[config.mk]
export PLATFORM = sky130hd
export DESIGN_NAME = dslope_seq
export DESIGN_NICKNAME = d
export VERILOG_FILES = /design/src/rtl/dslope_pkg.sv /design/src/rtl/dslope_span_counter.sv /design/src/rtl/dslope_phase_ctrl.sv /design/src/rtl/dslope_deint_tally.sv /design/src/rtl/dslope_seq.sv
export SDC_FILE = /design/constraint.sdc
export NUM_CORES = 1
export LEC_CHECK = 0
export ABC_AREA = 1
export BUFFER_PORTS_ARGS = -buffer_cell sky130_fd_sc_hd__buf_2
export CORE_MARGIN = 2
export CORE_UTILIZATION = 40
export DETAILED_ROUTE_END_ITERATION = 10
export REMOVE_ABC_BUFFERS = 1
export SYNTH_ARGS = -nofsm -noshare
export SYNTH_HDL_FRONTEND = slang
export SYNTH_SLANG_ARGS = --single-unit
export TNS_END_PERCENT = 20
[constraint.sdc]
create_clock -name clk -period 3.36 [get_ports clk]
set_input_delay 0.504 -clock clk [delete_from_list [all_inputs] [get_ports clk]]
set_output_delay 0.504 -clock clk [all_outputs]
set_load 0.03 [all_outputs]
[src/rtl/dslope_pkg.sv]
// Shared types and width helpers for the dual-slope sequencer.
package dslope_pkg;

    // Conversion phase; order is the sequence a conversion walks through.
    typedef enum logic [1:0] {
        PH_IDLE  = 2'd0,
        PH_ZERO  = 2'd1,
        PH_INTEG = 2'd2,
        PH_DEINT = 2'd3
    } phase_e;

    // Width of the shared phase counter: must hold the longest integrate
    // span ((2^MULT_W) << CNT_W) and the longest discharge count.
    function automatic int span_width(int cnt_w, int mult_w, int rst_w);
        int integ_w;
        integ_w = cnt_w + mult_w + 1;
        return (integ_w > rst_w) ? integ_w : rst_w;
    endfunction

endpackage

[src/rtl/dslope_span_counter.sv]
// Phase-length counter shared by the discharge and integrate phases.
// Assumes: clr_i has priority; counting only while en_i is high.
module dslope_span_counter #(
    parameter int W = 8
) (
    input  logic         clk,
    input  logic         rst_n,
    input  logic         clr_i,
    input  logic         en_i,
    output logic [W-1:0] count_o
);

    // Count cycles spent in the current phase.
    always_ff @(posedge clk) begin
        if (!rst_n || clr_i) begin
            count_o <= '0;
        end else if (en_i) begin
            count_o <= count_o + W'(1);
        end
    end

endmodule

[src/rtl/dslope_phase_ctrl.sv]
// Phase sequencer: idle -> discharge -> integrate -> de-integrate -> idle.
// Captures the configuration on an accepted start and decides phase ends
// from the shared counter; de-integrate end comes from the tally block.
// Assumes: start_i is only acted on in idle.
module dslope_phase_ctrl
    import dslope_pkg::*;
#(
    parameter int CNT_W  = 12,
    parameter int MULT_W = 3,
    parameter int RST_W  = 6,
    parameter int SPAN_W = 16
) (
    input  logic              clk,
    input  logic              rst_n,
    input  logic              start_i,
    input  logic [MULT_W-1:0] int_mult_i,
    input  logic [RST_W-1:0]  rst_len_i,
    input  logic [SPAN_W-1:0] span_cnt_i,
    input  logic              deint_end_i,
    output phase_e            phase_o,
    output logic              span_clr_o,
    output logic [MULT_W-1:0] mult_q_o
);

    phase_e             phase_nxt;
    logic [RST_W-1:0]   rlen_q;
    logic [SPAN_W-1:0]  integ_len;
    logic               zero_last;
    logic               integ_last;

    // Integrate span in clocks: (multiple + 1) * 2^CNT_W.
    always_comb begin
        integ_len  = (SPAN_W'(mult_q_o) + SPAN_W'(1)) << CNT_W;
        zero_last  = (span_cnt_i == SPAN_W'(rlen_q));
        integ_last = (span_cnt_i == integ_len - SPAN_W'(1));
    end

    // Next-phase decision.
    always_comb begin
        phase_nxt = phase_o;
        unique case (phase_o)
            PH_IDLE:  if (start_i)     phase_nxt = PH_ZERO;
            PH_ZERO:  if (zero_last)   phase_nxt = PH_INTEG;
            PH_INTEG: if (integ_last)  phase_nxt = PH_DEINT;
            PH_DEINT: if (deint_end_i) phase_nxt = PH_IDLE;
            default:                   phase_nxt = PH_IDLE;
        endcase
        span_clr_o = (phase_nxt != phase_o);
    end

    // Phase register.
    always_ff @(posedge clk) begin
        if (!rst_n) phase_o <= PH_IDLE;
        else        phase_o <= phase_nxt;
    end

    // Configuration capture on an accepted start.
    always_ff @(posedge clk) begin
        if (!rst_n) begin
            mult_q_o <= '0;
            rlen_q   <= '0;
        end else if (phase_o == PH_IDLE && start_i) begin
            mult_q_o <= int_mult_i;
            rlen_q   <= rst_len_i;
        end
    end

endmodule

[src/rtl/dslope_deint_tally.sv]
// De-integrate tally: a prescaler divides the clock by (multiple + 1) and
// each wrap adds one step. Ends on a low comparator or on saturation,
// then loads the result, overrange flag and a one-cycle done pulse.
// Assumes: active_i is high only during the de-integrate phase.
module dslope_deint_tally #(
    parameter int CNT_W  = 12,
    parameter int MULT_W = 3
) (
    input  logic              clk,
    input  logic              rst_n,
    input  logic              active_i,
    input  logic              cmp_pos_i,
    input  logic [MULT_W-1:0] mult_i,
    output logic              end_o,
    output logic [CNT_W-1:0]  result_o,
    output logic              ovr_o,
    output logic              done_o
);

    logic [MULT_W-1:0] pre_q;
    logic [CNT_W-1:0]  tally_q;
    logic              step;
    logic              sat;

    // Step and termination decode.
    always_comb begin
        step  = active_i && cmp_pos_i && (pre_q == mult_i);
        sat   = step && (&tally_q);
        end_o = active_i && (!cmp_pos_i || sat);
    end

    // Prescaler and tally, held at zero outside de-integration.
    always_ff @(posedge clk) begin
        if (!rst_n || !active_i) begin
            pre_q   <= '0;
            tally_q <= '0;
        end else if (cmp_pos_i) begin
            if (pre_q == mult_i) begin
                pre_q <= '0;
                if (!sat) tally_q <= tally_q + CNT_W'(1);
            end else begin
                pre_q <= pre_q + MULT_W'(1);
            end
        end
    end

    // Result capture and completion pulse.
    always_ff @(posedge clk) begin
        if (!rst_n) begin
            result_o <= '0;
            ovr_o    <= 1'b0;
            done_o   <= 1'b0;
        end else begin
            done_o <= end_o;
            if (end_o) begin
                result_o <= sat ? '1 : tally_q;
                ovr_o    <= sat;
            end
        end
    end

endmodule

[src/rtl/dslope_seq.sv]
// Dual-slope conversion sequencer top. Drives the integrator switch
// selects from the current phase and reports the tally as the result.
// Assumes: cmp_pos_i is synchronous to clk and high while the integrator
// output is above zero.
module dslope_seq
    import dslope_pkg::*;
#(
    parameter int CNT_W  = 12,
    parameter int MULT_W = 3,
    parameter int RST_W  = 6
) (
    input  logic              clk,
    input  logic              rst_n,
    input  logic              start_i,
    input  logic              cmp_pos_i,
    input  logic [MULT_W-1:0] int_mult_i,
    input  logic [RST_W-1:0]  rst_len_i,
    output logic              sw_zero_o,
    output logic              sw_in_o,
    output logic              sw_ref_o,
    output logic              busy_o,
    output logic              done_o,
    output logic              ovr_o,
    output logic [CNT_W-1:0]  result_o
);

    localparam int SPAN_W = span_width(CNT_W, MULT_W, RST_W);

    phase_e             phase;
    logic               span_clr;
    logic [SPAN_W-1:0]  span_cnt;
    logic [MULT_W-1:0]  mult_q;
    logic               deint_end;

    dslope_phase_ctrl #(
        .CNT_W (CNT_W),
        .MULT_W(MULT_W),
        .RST_W (RST_W),
        .SPAN_W(SPAN_W)
    ) u_ctrl (
        .clk        (clk),
        .rst_n      (rst_n),
        .start_i    (start_i),
        .int_mult_i (int_mult_i),
        .rst_len_i  (rst_len_i),
        .span_cnt_i (span_cnt),
        .deint_end_i(deint_end),
        .phase_o    (phase),
        .span_clr_o (span_clr),
        .mult_q_o   (mult_q)
    );

    dslope_span_counter #(
        .W(SPAN_W)
    ) u_span (
        .clk    (clk),
        .rst_n  (rst_n),
        .clr_i  (span_clr),
        .en_i   (phase != PH_IDLE),
        .count_o(span_cnt)
    );

    dslope_deint_tally #(
        .CNT_W (CNT_W),
        .MULT_W(MULT_W)
    ) u_tally (
        .clk      (clk),
        .rst_n    (rst_n),
        .active_i (phase == PH_DEINT),
        .cmp_pos_i(cmp_pos_i),
        .mult_i   (mult_q),
        .end_o    (deint_end),
        .result_o (result_o),
        .ovr_o    (ovr_o),
        .done_o   (done_o)
    );

    // Switch selects and busy decode from the phase.
    always_comb begin
        sw_zero_o = (phase == PH_ZERO);
        sw_in_o   = (phase == PH_INTEG);
        sw_ref_o  = (phase == PH_DEINT);
        busy_o    = (phase != PH_IDLE);
    end

endmodule

==> reports/summary.txt, run 1 <==
CTS tree -> built
DRC errors left -> 0
total CTS buffers -> 5
Placed Area -> 2980 um2
Avg Inst Size Synth -> 7.13 um2
Syn. warnings -> 0
cell total after placement -> 493
Post-Synthesis Cells -> 390
Post-Synthesis Cell Area -> 2780 um2
TritonRoute pass-1 iters -> 4
Tcrit/Tclk final -> 57.5%
RSZ-0062 raised after global routing -> no
fin. max-slew vios -> 0
number of port buffers -> 30
via count -> 2368
H-tree lvl count -> 2
dpl hpwl -> 4170 um
Finished Layout Cells -> 501
final setup violating endpoints -> 0
setup TNS -> 0 ns
max-cap violation count -> 0
Critical Path Sink Type -> flip-flop
Worst EP arrival -> 2.15 ns
GRT overflow -> 0
Hold Path Class -> in -> reg
initial antenna violation count -> 0
count of cell types in the netlist -> 28
Routed WL per cell -> 11.3 um
Initial Utilization -> 41.1%
Die Area -> 7630 um2
first-pass GRT wire length -> 9770 um
worst skew pair latency -> 0.31 ns
Die W -> 87.4 um
Synth Register Bits -> 56
die height -> 87.4 um
f_max -> 0.518 GHz
post-route cell area -> 3080 um2
clk buf depth -> 2
Detail Route Antenna Nets -> 0
minimum clock period -> 1.93 ns
# IOs -> 31
CTS clk-pin slew, worst paths -> 0.11 ns
VDD IR max -> 0.218 mV
nature of the critical path startpoint -> flip-flop
vias in the first global route -> 2180
WHS -> 0.441 ns
Setup Skew -> 0.0103 ns
area grow syn2layout -> 10.8%
Least-Margin Pin Slew -> 0.573 ns
Vias per Instance -> 4.73
CP Max Fanout -> 13
required time worst endpoint -> 3.58 ns
largest net degree at the start of global routing -> 24
post-CTS resize count -> 0
share of cells above drive strength 1 -> 16.2%
Max-slew headroom -> 61.7%
num rows -> 30
register area share after synthesis -> 40.3%
core area -> 6760 um2
power per standard cell area -> 441 nW/um2
Final Hold Violating Endpoints -> 0
initial DRC count -> 105
Post-CTS Repair Setup Buffers -> 0
gr usage total -> 15.9%
clock tree sinks -> 56
Routability Congestion -> 0.804
CTS Root Buffer Type -> clkbuf_8
WS Path Type -> reg -> reg
Routed WL -> 5680 um
nets@finish -> 437
Pleak -> 1.20 nW
status -> complete, no violations
number of antenna diodes -> 0
# hold bufs at CTS -> 0
-- worst max-delay path, cell delays in order, from the launching register on --
cell	delay, ns
dfxtp_1	0.40
ha_1	0.28
nand2_1	0.10
inv_2	0.05
nand2_4	0.07
nor2_4	0.04
nor2_2	0.41
inv_1	0.22
o21ai_0	0.20
a21oi_1	0.05
-- stage by stage --
step / power, mW / utilization (%) / worst slack [ns]
floorplan: 0.910 / - / 1.72
global placement: 0.973 / 44.1 / 1.46
detailed placement: 0.979 / 44.1 / 1.40
CTS: 1.37 / 45.6 / 1.41
global route: 1.43 / 45.6 / 1.18
finish: 1.36 / 45.6 / 1.43
-- area by class of cell --
type                    count  area (um2)
fillers                   698        3680
multi-input cells         276        1420
flip-flops and latches     56        1120
inverters                  51         191
repair buffers             30         150
well taps                  80         100
clock buffers               5        68.8
clock inverters             3        27.5
-- final timing paths --
check	from	endpoint	slack, ns	cells after the start
max reg2reg	u_tally.tally_q[0]	u_tally.tally_q[1]	1.43	9
max	u_tally.tally_q[0]	u_tally.tally_q[1]	1.43	9
min reg2reg	u_tally.result_o[5]	u_tally.result_o[5]	0.45	2
min	rst_len_i[2]	u_ctrl.rlen_q[2]	0.44	3
-- cells in the final DEF (no fill, tap or decap) --
cell type	synthesis	routed
a21oi_1	35	35
buf_2	1	30
clkbuf_8	0	5
clkinv_4	0	1
clkinvlp_4	0	1
dfxtp_1	56	56
ha_1	4	4
inv_1	48	48
inv_2	3	3
inv_8	0	1
mux2i_1	1	1
nand2_1	84	84
nand2_2	4	4
nand2_4	4	4
nand3_1	17	17
nand3_2	1	1
nand3b_1	1	1
nand4_1	5	5
nor2_1	43	43
nor2_2	15	15
nor2_4	1	1
nor3_1	8	8
o21ai_0	25	25
o21ai_1	1	1
or2_0	1	1
or2_2	2	2
xnor2_1	12	12
xor2_1	12	12
-- where the power goes --
group	leakage [nW]	internal [mW]	switching (mW)
combinational	0.704	0.0752	0.166
clock	0.0463	0.154	0.244
sequential	0.454	0.691	0.0264
-- kinds of logic after synthesis --
family          Yosys count  synth area share, %
simple gates            186                 30.4
flops                    56                 40.3
mux                       1                0.360
buf+inv                  58                 8.60
fa+ha+maj                 4                 1.80
compound gates           61                 11.0
xor+xnor                 24                 7.56
-- layer usage --
| metal | part of all wire (%) | vias up | track usage (%) |
|---|---|---|---|
| met4 | 0.60 | 0 | 2.94 |
| met2 | 45 | 26 | 25.1 |
| met5 | 0 | - | 0 |
| li1 | - | 1285 | - |
| met3 | 2.9 | 4 | 3.32 |
| met1 | 52 | 1053 | 22.5 |
-- flip-flops by register name, summed over array words and instances (netlist names) --
register and flops:
u_ctrl.rlen_q 6, u_tally.result_o 12, u_tally.tally_q 12, u_ctrl.phase_o 2, u_tally.done_o 1, u_tally.ovr_o 1
u_span.count_o 16, u_ctrl.mult_q_o 3, u_tally.pre_q 3
-- synthesized netlist by cell type (all sizes together) --
cell type	count	area (um2)
nand4	5	31.3
nor2	59	267
xor2	12	105
clkbuf	3	11.3
inv	51	191
nand3b	1	7.51
nand3	18	95.1
dfxtp	56	1120
nor3	8	40.0
xnor2	12	105
mux2i	1	10.0
nand2	92	385
ha	4	50.1
buf	4	36.3
o21ai	26	130
a21oi	35	175
or2	3	18.8
Note: power is estimated with default switching activity, not from simulation.
==> run 2: changes to the inputs <==
--- a/config.mk
+++ b/config.mk
@@ -5,7 +5,7 @@
 export SDC_FILE = /design/constraint.sdc
 export NUM_CORES = 1
 export LEC_CHECK = 0
-export ABC_AREA = 1
+export ABC_AREA = 0
 export BUFFER_PORTS_ARGS = -buffer_cell sky130_fd_sc_hd__buf_2
 export CORE_MARGIN = 2
 export CORE_UTILIZATION = 40
==> constraint.sdc (replaced) <==
create_clock -name clk -period 1.9 [get_ports clk]
set_input_delay 0.285 -clock clk [delete_from_list [all_inputs] [get_ports clk]]
set_output_delay 0.285 -clock clk [all_outputs]
set_load 0.03 [all_outputs]
==> run 2 against run 1 <==
Compared with the run above: die area down 4.5%; critical path depth decreased by 2; clock-buffer cell count unchanged; critical endpoint is now u_span.count_o[3]; highest routed layer unchanged.
==> reports/summary.txt, run 2 <==
status -> complete, no violations
most flop-heavy register -> u_span.count_o
end of the worst hold path -> u_ctrl.mult_q_o[2]
initial antenna violation count -> 0 (unchanged)
Final Hold Violating Endpoints -> 0 (unchanged)
worst skew pair latency -> 0.31 ns (about the same)
max-cap violation count -> 0 (unchanged)
Synth top area share -> 42.3% (+2.0 points)
core area -> 6390 um2 (-5.5%)
Clk pwr share -> 29.4% (about the same)
Routed WL per cell -> 13.1 um (+16%)
Syn. warnings -> 0 (unchanged)
TritonRoute pass-1 iters -> 4 (unchanged)
Critical-path top delay cell -> mux2_2
Hold Path Stages -> 3 (unchanged)
power per standard cell area -> 744 nW/um2 (+69%)
biggest regs -> u_span.count_o (16), u_tally.result_o (12), u_tally.tally_q (12)
Post-CTS Repair Setup Buffers -> 0 (unchanged)
CTS Root Buffer Type -> clkbuf_8
top cells by area, synth -> dfxtp_1 42%, xor2_1 6.3%, nand2_1 5.2%, xnor2_1 5.0%, o221a_1 4.7%
gr usage total -> 15.7% (-0.19 points)
Vias per Instance -> 5.18 (+9.7%)
worst r2r dst -> u_span.count_o[3]
Tcrit/Tclk final -> 95.3% (+38 points)
family with the most delay on the worst path -> multiplexers
post-route cell area -> 3130 um2 (+1.7%)
clock tree sinks -> 56 (unchanged)
RSZ-0062 raised after global routing -> no
worst-path cell chain -> ha_1, nand2b_1, o21ai_1, mux2_2, a21oi_4, buf_12, nor2_1
Sw Ratio -> 29.1% (-3.1 points)
register area share after synthesis -> 42.3% (+2.0 points)
Least-Margin Pin Slew -> 0.452 ns (-0.121 ns)
CTS tree -> built
die height -> 85.4 um (-2.3%)
hold path startpoint -> int_mult_i[2]
number of antenna diodes -> 0 (unchanged)
dpl hpwl -> 4130 um (-0.89%)
WHS -> 0.197 ns (-0.244 ns)
total CTS buffers -> 5 (unchanged)
Worst R2R Setup Slack -> 0.09 ns (-1.34 ns)
Placed Area -> 3030 um2 (+1.4%)
DRC errors left -> 0 (unchanged)
# hold bufs at CTS -> 0 (unchanged)
num rows -> 29 (-3.3%)
Largest register FFs -> 16 (unchanged)
vias in the first global route -> 1970 (-9.6%)
top post-synthesis cells by count -> 56 x dfxtp_1, 37 x nand2_1, 31 x nor2_1, 19 x xor2_1, 15 x xnor2_1
Final Power -> 2.33 mW (+71%)
GRT overflow -> 0 (unchanged)
first-pass GRT wire length -> 9350 um (-4.3%)
via count -> 2177 (-8.1%)
largest net degree at the start of global routing -> 20 (-17%)
Synth area leader -> dfxtp_1
Critical Path Sink Type -> flip-flop
Post-Synthesis Cells -> 291 (-25%)
commonest non-fill, non-tap cell in the layout -> dfxtp_1
f_max -> 0.552 GHz (+6.6%)
post-CTS resize count -> 0 (unchanged)
Die W -> 85.4 um (-2.3%)
# IOs -> 31 (unchanged)
nature of the critical path startpoint -> flip-flop
area grow syn2layout -> 18.2%
Setup Skew -> 0.00822 ns (-0.00204 ns)
VDD IR max -> 0.606 mV (+180%)
CTS clk-pin slew, worst paths -> 0.11 ns (about the same)
worst reg-to-reg path cell count -> 7 (-2)
dominant synthesized flop cell -> dfxtp_1
number of port buffers -> 30 (unchanged)
P_sw -> 0.676 mW (+55%)
Worst EP arrival -> 2.02 ns (-0.13 ns)
Die Area -> 7290 um2 (-4.5%)
initial DRC count -> 96 (-8.6%)
CP Buf/Inv Count -> 1 (-1)
Synth Register Bits -> 56 (unchanged)
crit-path max cell delay -> 0.40 ns (about the same)
Initial Utilization -> 41.5% (+0.33 points)
EDFF count, synth -> 0 (unchanged)
nets@finish -> 359 (-18%)
Sequential Power Share -> 53.3% (+0.4 points)
WS Path Type -> reg -> reg
Hold Path Class -> in -> reg
final setup violating endpoints -> 0 (unchanged)
count of cell types in the netlist -> 43 (+54%)
clk buf depth -> 2 (unchanged)
Layout fillers -> 639 (-8.5%)
H-tree lvl count -> 2 (unchanged)
Post-Synthesis Cell Area -> 2650 um2 (-4.7%)
CP Max Fanout -> 15 (+2)
minimum clock period -> 1.81 ns (-0.120 ns)
share of cells above drive strength 1 -> 23.3% (+7.2 points)
combinational power share -> 17.3% (-0.5 points)
Max-slew headroom -> 69.5% (+7.8 points)
Pleak -> 1.26 nW (+4.3%)
Routed WL -> 5500 um (-3.1%)
reg2reg start -> u_ctrl.mult_q_o[0]
required time worst endpoint -> 2.11 ns (-1.47 ns)
sequential cell area -> 1120 um2 (+0.33%)
post-synthesis async set-or-reset flop share -> 0% (unchanged)
fin. max-slew vios -> 0 (unchanged)
Avg Inst Size Synth -> 9.10 um2 (+28%)
Int Power -> 1.65 mW (+79%)
area occupied by multi-input gates -> 1440 um2 (+1.4%)
Routability Congestion -> 0.809 (+0.60%)
Detail Route Antenna Nets -> 0 (unchanged)
commonest non-fill, non-tap cells in the layout -> 53 x dfxtp_1, 37 x nand2_1, 31 x nor2_1
count leader, synth -> dfxtp_1
==> run 2: changes by cell type after synthesis, moves of 5 or more <==
cell,change
xor2_1,+7
o221a_1,+11
nor2_1,-12
nand2_1,-47
a21boi_0,+9
o21ai_0,-17
and3_1,+7
nor2_2,-14
or3_1,+5
a21oi_1,-26
nor2b_1,+5
inv_1,-44
==> run 2: metrics by stage <==
stage	std cells	utilization [%]	TNS (ns)	setup WS [ns]
5_1_grt	420	49.0	0	0.00256
4_1_cts	420	48.9	0	0.0636
6_report	420	49.0	0	0.0884
3_3_place_gp	412	47.4	0	0.108
3_5_place_dp	412	47.4	0	0.0875
2_1_floorplan	279	-	-2.67	-0.172
==> run 2: how the worst max path moves through the flow <==
stage,slack [ns],cells past startpoint,endpoint,from
global placement,0.11,8,u_tally.tally_q[4],u_tally.tally_q[0]
global route,0.003,6,u_span.count_o[13],u_ctrl.phase_o[0]
CTS,0.06,7,u_span.count_o[10],u_ctrl.mult_q_o[0]
finish,0.09,7,u_span.count_o[3],u_ctrl.mult_q_o[0]
detailed placement,0.09,8,u_tally.tally_q[6],u_tally.tally_q[0]
floorplan,-0.17,6,u_span.count_o[10],u_ctrl.phase_o[1]
==> run 2: kinds of logic (layout without fill, tap and decap cells) <==
kind of cell / count (synthesis) / after routing / synth area share, %
and+or+nand+nor: 132 / 132 / 26.5
AOI/OAI and AO/OA: 47 / 47 / 13.8
adders and majority gates: 4 / 4 / 1.89
muxes: 2 / 2 / 0.803
DFF: 56 / 56 / 42.3
buffers and inverters: 16 / 68 / 3.50
xor gates and xnor gates: 34 / 34 / 11.2
==> run 2: worst min-delay path, stage by stage <==
cell and delay, ns:
buf_2 0.09, nand2_1 0.04, a21boi_0 0.06
==> run 2: layer usage <==
metal  global-route usage (%)  vias to the layer above  routed length, um  share of wire [%]
met4                     4.62                        0                 71                1.3
li1                         -                     1117                  -                  -
met2                     24.1                       34               2490                 45
met3                     2.82                        5                192                3.5
met5                        0                        -                  0                  0
met1                     22.4                     1021               2750                 50
==> run 2: power by group through the flow <==
stage	Combinational [mW]	Clock (mW)	Sequential, mW
floorplan	0.227	0	1.28
global placement	0.398	0	1.27
detailed placement	0.402	0	1.27
CTS	0.405	0.717	1.24
global route	0.444	0.756	1.25
finish	0.403	0.684	1.24
==> run 2: cell type report <==
cell class,instances,share of cell area [%]
Inverter,4,0.480
Clock buffer,5,2.20
Clock inverter,3,0.879
Multi-Input combinational cell,219,46.0
Tap cell,77,3.08
Sequential cell,56,35.9
Timing Repair Buffer,56,11.4
==> run 3: changes to the inputs <==
--- a/config.mk
+++ b/config.mk
@@ -7,11 +7,10 @@
 export LEC_CHECK = 0
 export ABC_AREA = 0
 export BUFFER_PORTS_ARGS = -buffer_cell sky130_fd_sc_hd__buf_2
-export CORE_MARGIN = 2
 export CORE_UTILIZATION = 40
 export DETAILED_ROUTE_END_ITERATION = 10
 export REMOVE_ABC_BUFFERS = 1
 export SYNTH_ARGS = -nofsm -noshare
 export SYNTH_HDL_FRONTEND = slang
 export SYNTH_SLANG_ARGS = --single-unit
-export TNS_END_PERCENT = 20
+export TNS_END_PERCENT = 100
==> constraint.sdc (replaced) <==
create_clock -name clk -period 2 [get_ports clk]
set_input_delay 0.3 -clock clk [delete_from_list [all_inputs] [get_ports clk]]
set_output_delay 0.3 -clock clk [all_outputs]
set_load 0.03 [all_outputs]
==> run 3 against run 2 <==
Compared with the run above: clock-buffer cell count unchanged; wire length increased by 0.11%; critical path depth unchanged; sequential share of layout area increased by 0.12 points; sequential power decreased by 5%; first-iteration DRC count decreased by 1.0%; die area decreased by 4.6%; clock power increased by 12%; via count decreased by 2.4%; clock skew decreased by 0.0011 ns; cell count decreased by 1.4%; utilization decreased by 0.22 points; largest cell class unchanged.
==> reports/summary.txt, run 3 (synthesis results as in run 2) <==
via count -> 2124 (-2.4%)
Final Power -> 2.32 mW (-0.50%)
gr usage total -> 16.7% (+1.1 points)
Layout fillers -> 609 (-4.7%)
die height -> 83.4 um (-2.3%)
area grow syn2layout -> 17.7%
largest net degree at the start of global routing -> 19 (-5.0%)
number of port buffers -> 30 (unchanged)
TritonRoute pass-1 iters -> 4 (unchanged)
f_max -> 0.546 GHz (-1.0%)
sequential cell area -> 1120 um2 (-0.11%)
WS Path Type -> reg -> reg
Pleak -> 1.24 nW (-1.3%)
worst skew pair latency -> 0.31 ns (about the same)
fin. max-slew vios -> 0 (unchanged)
nets@finish -> 353 (-1.7%)
commonest non-fill, non-tap cells in the layout -> 54 x dfxtp_1, 37 x nand2_1, 31 x nor2_1
GRT overflow -> 0 (unchanged)
clk buf depth -> 2 (unchanged)
CP Max Fanout -> 15 (unchanged)
CTS Root Buffer Type -> clkbuf_8
Routed WL -> 5500 um (+0.11%)
num rows -> 29 (unchanged)
first-pass GRT wire length -> 9580 um (+2.5%)
family with the most delay on the worst path -> multiplexers
VDD IR max -> 0.377 mV (-38%)
biggest regs -> u_span.count_o (16), u_tally.result_o (12), u_tally.tally_q (12)
status -> complete, no violations
clock tree sinks -> 56 (unchanged)
worst-path cell chain -> ha_1, nand2b_1, o21ai_1, mux2_2, a21oi_4, buf_12, nor2_1
crit-path max cell delay -> 0.40 ns (about the same)
max-cap violation count -> 0 (unchanged)
Largest register FFs -> 16 (unchanged)
Critical Path Sink Type -> flip-flop
number of antenna diodes -> 0 (unchanged)
minimum clock period -> 1.83 ns (+0.0187 ns)
CTS clk-pin slew, worst paths -> 0.10 ns (about the same)
total CTS buffers -> 5 (unchanged)
Setup Skew -> 0.00712 ns (-0.00110 ns)
Detail Route Antenna Nets -> 0 (unchanged)
Final Hold Violating Endpoints -> 0 (unchanged)
nature of the critical path startpoint -> flip-flop
Routed WL per cell -> 13.3 um (+1.6%)
Least-Margin Pin Slew -> 0.426 ns (-0.0265 ns)
WHS -> 0.225 ns (+0.0280 ns)
initial DRC count -> 95 (-1.0%)
area occupied by multi-input gates -> 1440 um2 (about the same)
dpl hpwl -> 4090 um (-0.92%)
RSZ-0062 raised after global routing -> no
final setup violating endpoints -> 0 (unchanged)
most flop-heavy register -> u_span.count_o
# IOs -> 31 (unchanged)
Hold Path Class -> in -> reg
core area -> 6390 um2 (unchanged)
Initial Utilization -> 41.5% (unchanged)
share of cells above drive strength 1 -> 22.0% (-1.4 points)
H-tree lvl count -> 2 (unchanged)
Routability Congestion -> 0.802 (-0.88%)
Vias per Instance -> 5.13 (-1.0%)
power per standard cell area -> 743 nW/um2 (about the same)
required time worst endpoint -> 2.21 ns (+0.10 ns)
initial antenna violation count -> 0 (unchanged)
CTS tree -> built
CP Buf/Inv Count -> 1 (unchanged)
Worst EP arrival -> 2.04 ns (+0.02 ns)
Max-slew headroom -> 71.3% (+1.8 points)
Die W -> 83.4 um (-2.3%)
Die Area -> 6950 um2 (-4.6%)
vias in the first global route -> 1997 (+1.4%)
commonest non-fill, non-tap cell in the layout -> dfxtp_1
Critical-path top delay cell -> mux2_2
DRC errors left -> 0 (unchanged)
Tcrit/Tclk final -> 91.5% (-3.8 points)
run 3: cell types whose count changed in the layout (fill, tap and decap cells not counted), sizes merged:
| cell | change |
|---|---|
| buf | -6 |
| clkinv | -1 |
| bufinv | +1 |
run 3: stage by stage:
stage	cell area [um2]	utilization [%]	instances	setup TNS (ns)	setup slack, ns
floorplan	2570	-	279	-1.07	-0.0723
detailed placement	2990	46.9	406	0	0.111
finish	3120	48.8	414	0	0.170
global placement	2990	46.9	406	0	0.111
global route	3120	48.8	414	0	0.0316
CTS	3110	48.7	414	0	0.0857
run 3: repair_timing:
item / 4_1_cts / 5_1_grt
buffers inserted: 0 / 0
endpoints found under the setup margin: 0 / 17
gates resized for setup: 0 / 4
hold buffers: 0 / 0
run 3: layer usage:
layer / vias to the layer above / global-route usage (%) / share of wire [%]
li1: 1107 / - / -
met1: 995 / 24.8 / 53
met2: 18 / 25.2 / 44
met3: 4 / 2.39 / 1.6
met4: 0 / 4.70 / 0.87
met5: - / 0 / 0
run 3: worst reg2reg max path: stages, from the launching register on:
cell,delay (ns)
dfxtp_2,0.37
ha_1,0.31
nand2b_1,0.14
o21ai_1,0.16
mux2_2,0.40
a21oi_4,0.16
buf_12,0.15
nor2_1,0.05
run 3: layout make-up:
cell class	instances	share of cell area, %
Inverter	4	0.482
Tap cell	77	3.09
Multi-Input combinational cell	219	46.2
Clock inverter	3	1.49
Clock buffer	5	2.21
Timing Repair Buffer	50	10.4
Sequential cell	56	36.0
run 3: final timing paths:
kind                       endpoint  cells after the start  slack, ns                from
setup / recovery  u_span.count_o[3]                      7       0.17  u_ctrl.mult_q_o[0]
hold / removal     u_ctrl.rlen_q[4]                      3       0.22        rst_len_i[4]
setup reg to reg  u_span.count_o[3]                      7       0.17  u_ctrl.mult_q_o[0]
hold reg to reg    u_ctrl.rlen_q[5]                      2       0.48    u_ctrl.rlen_q[5]
run 3: power breakdown:
part / internal [mW] / switching (mW)
clock network: 0.378 / 0.385
logic: 0.158 / 0.215
registers: 1.15 / 0.0326
total: 1.68 / 0.633
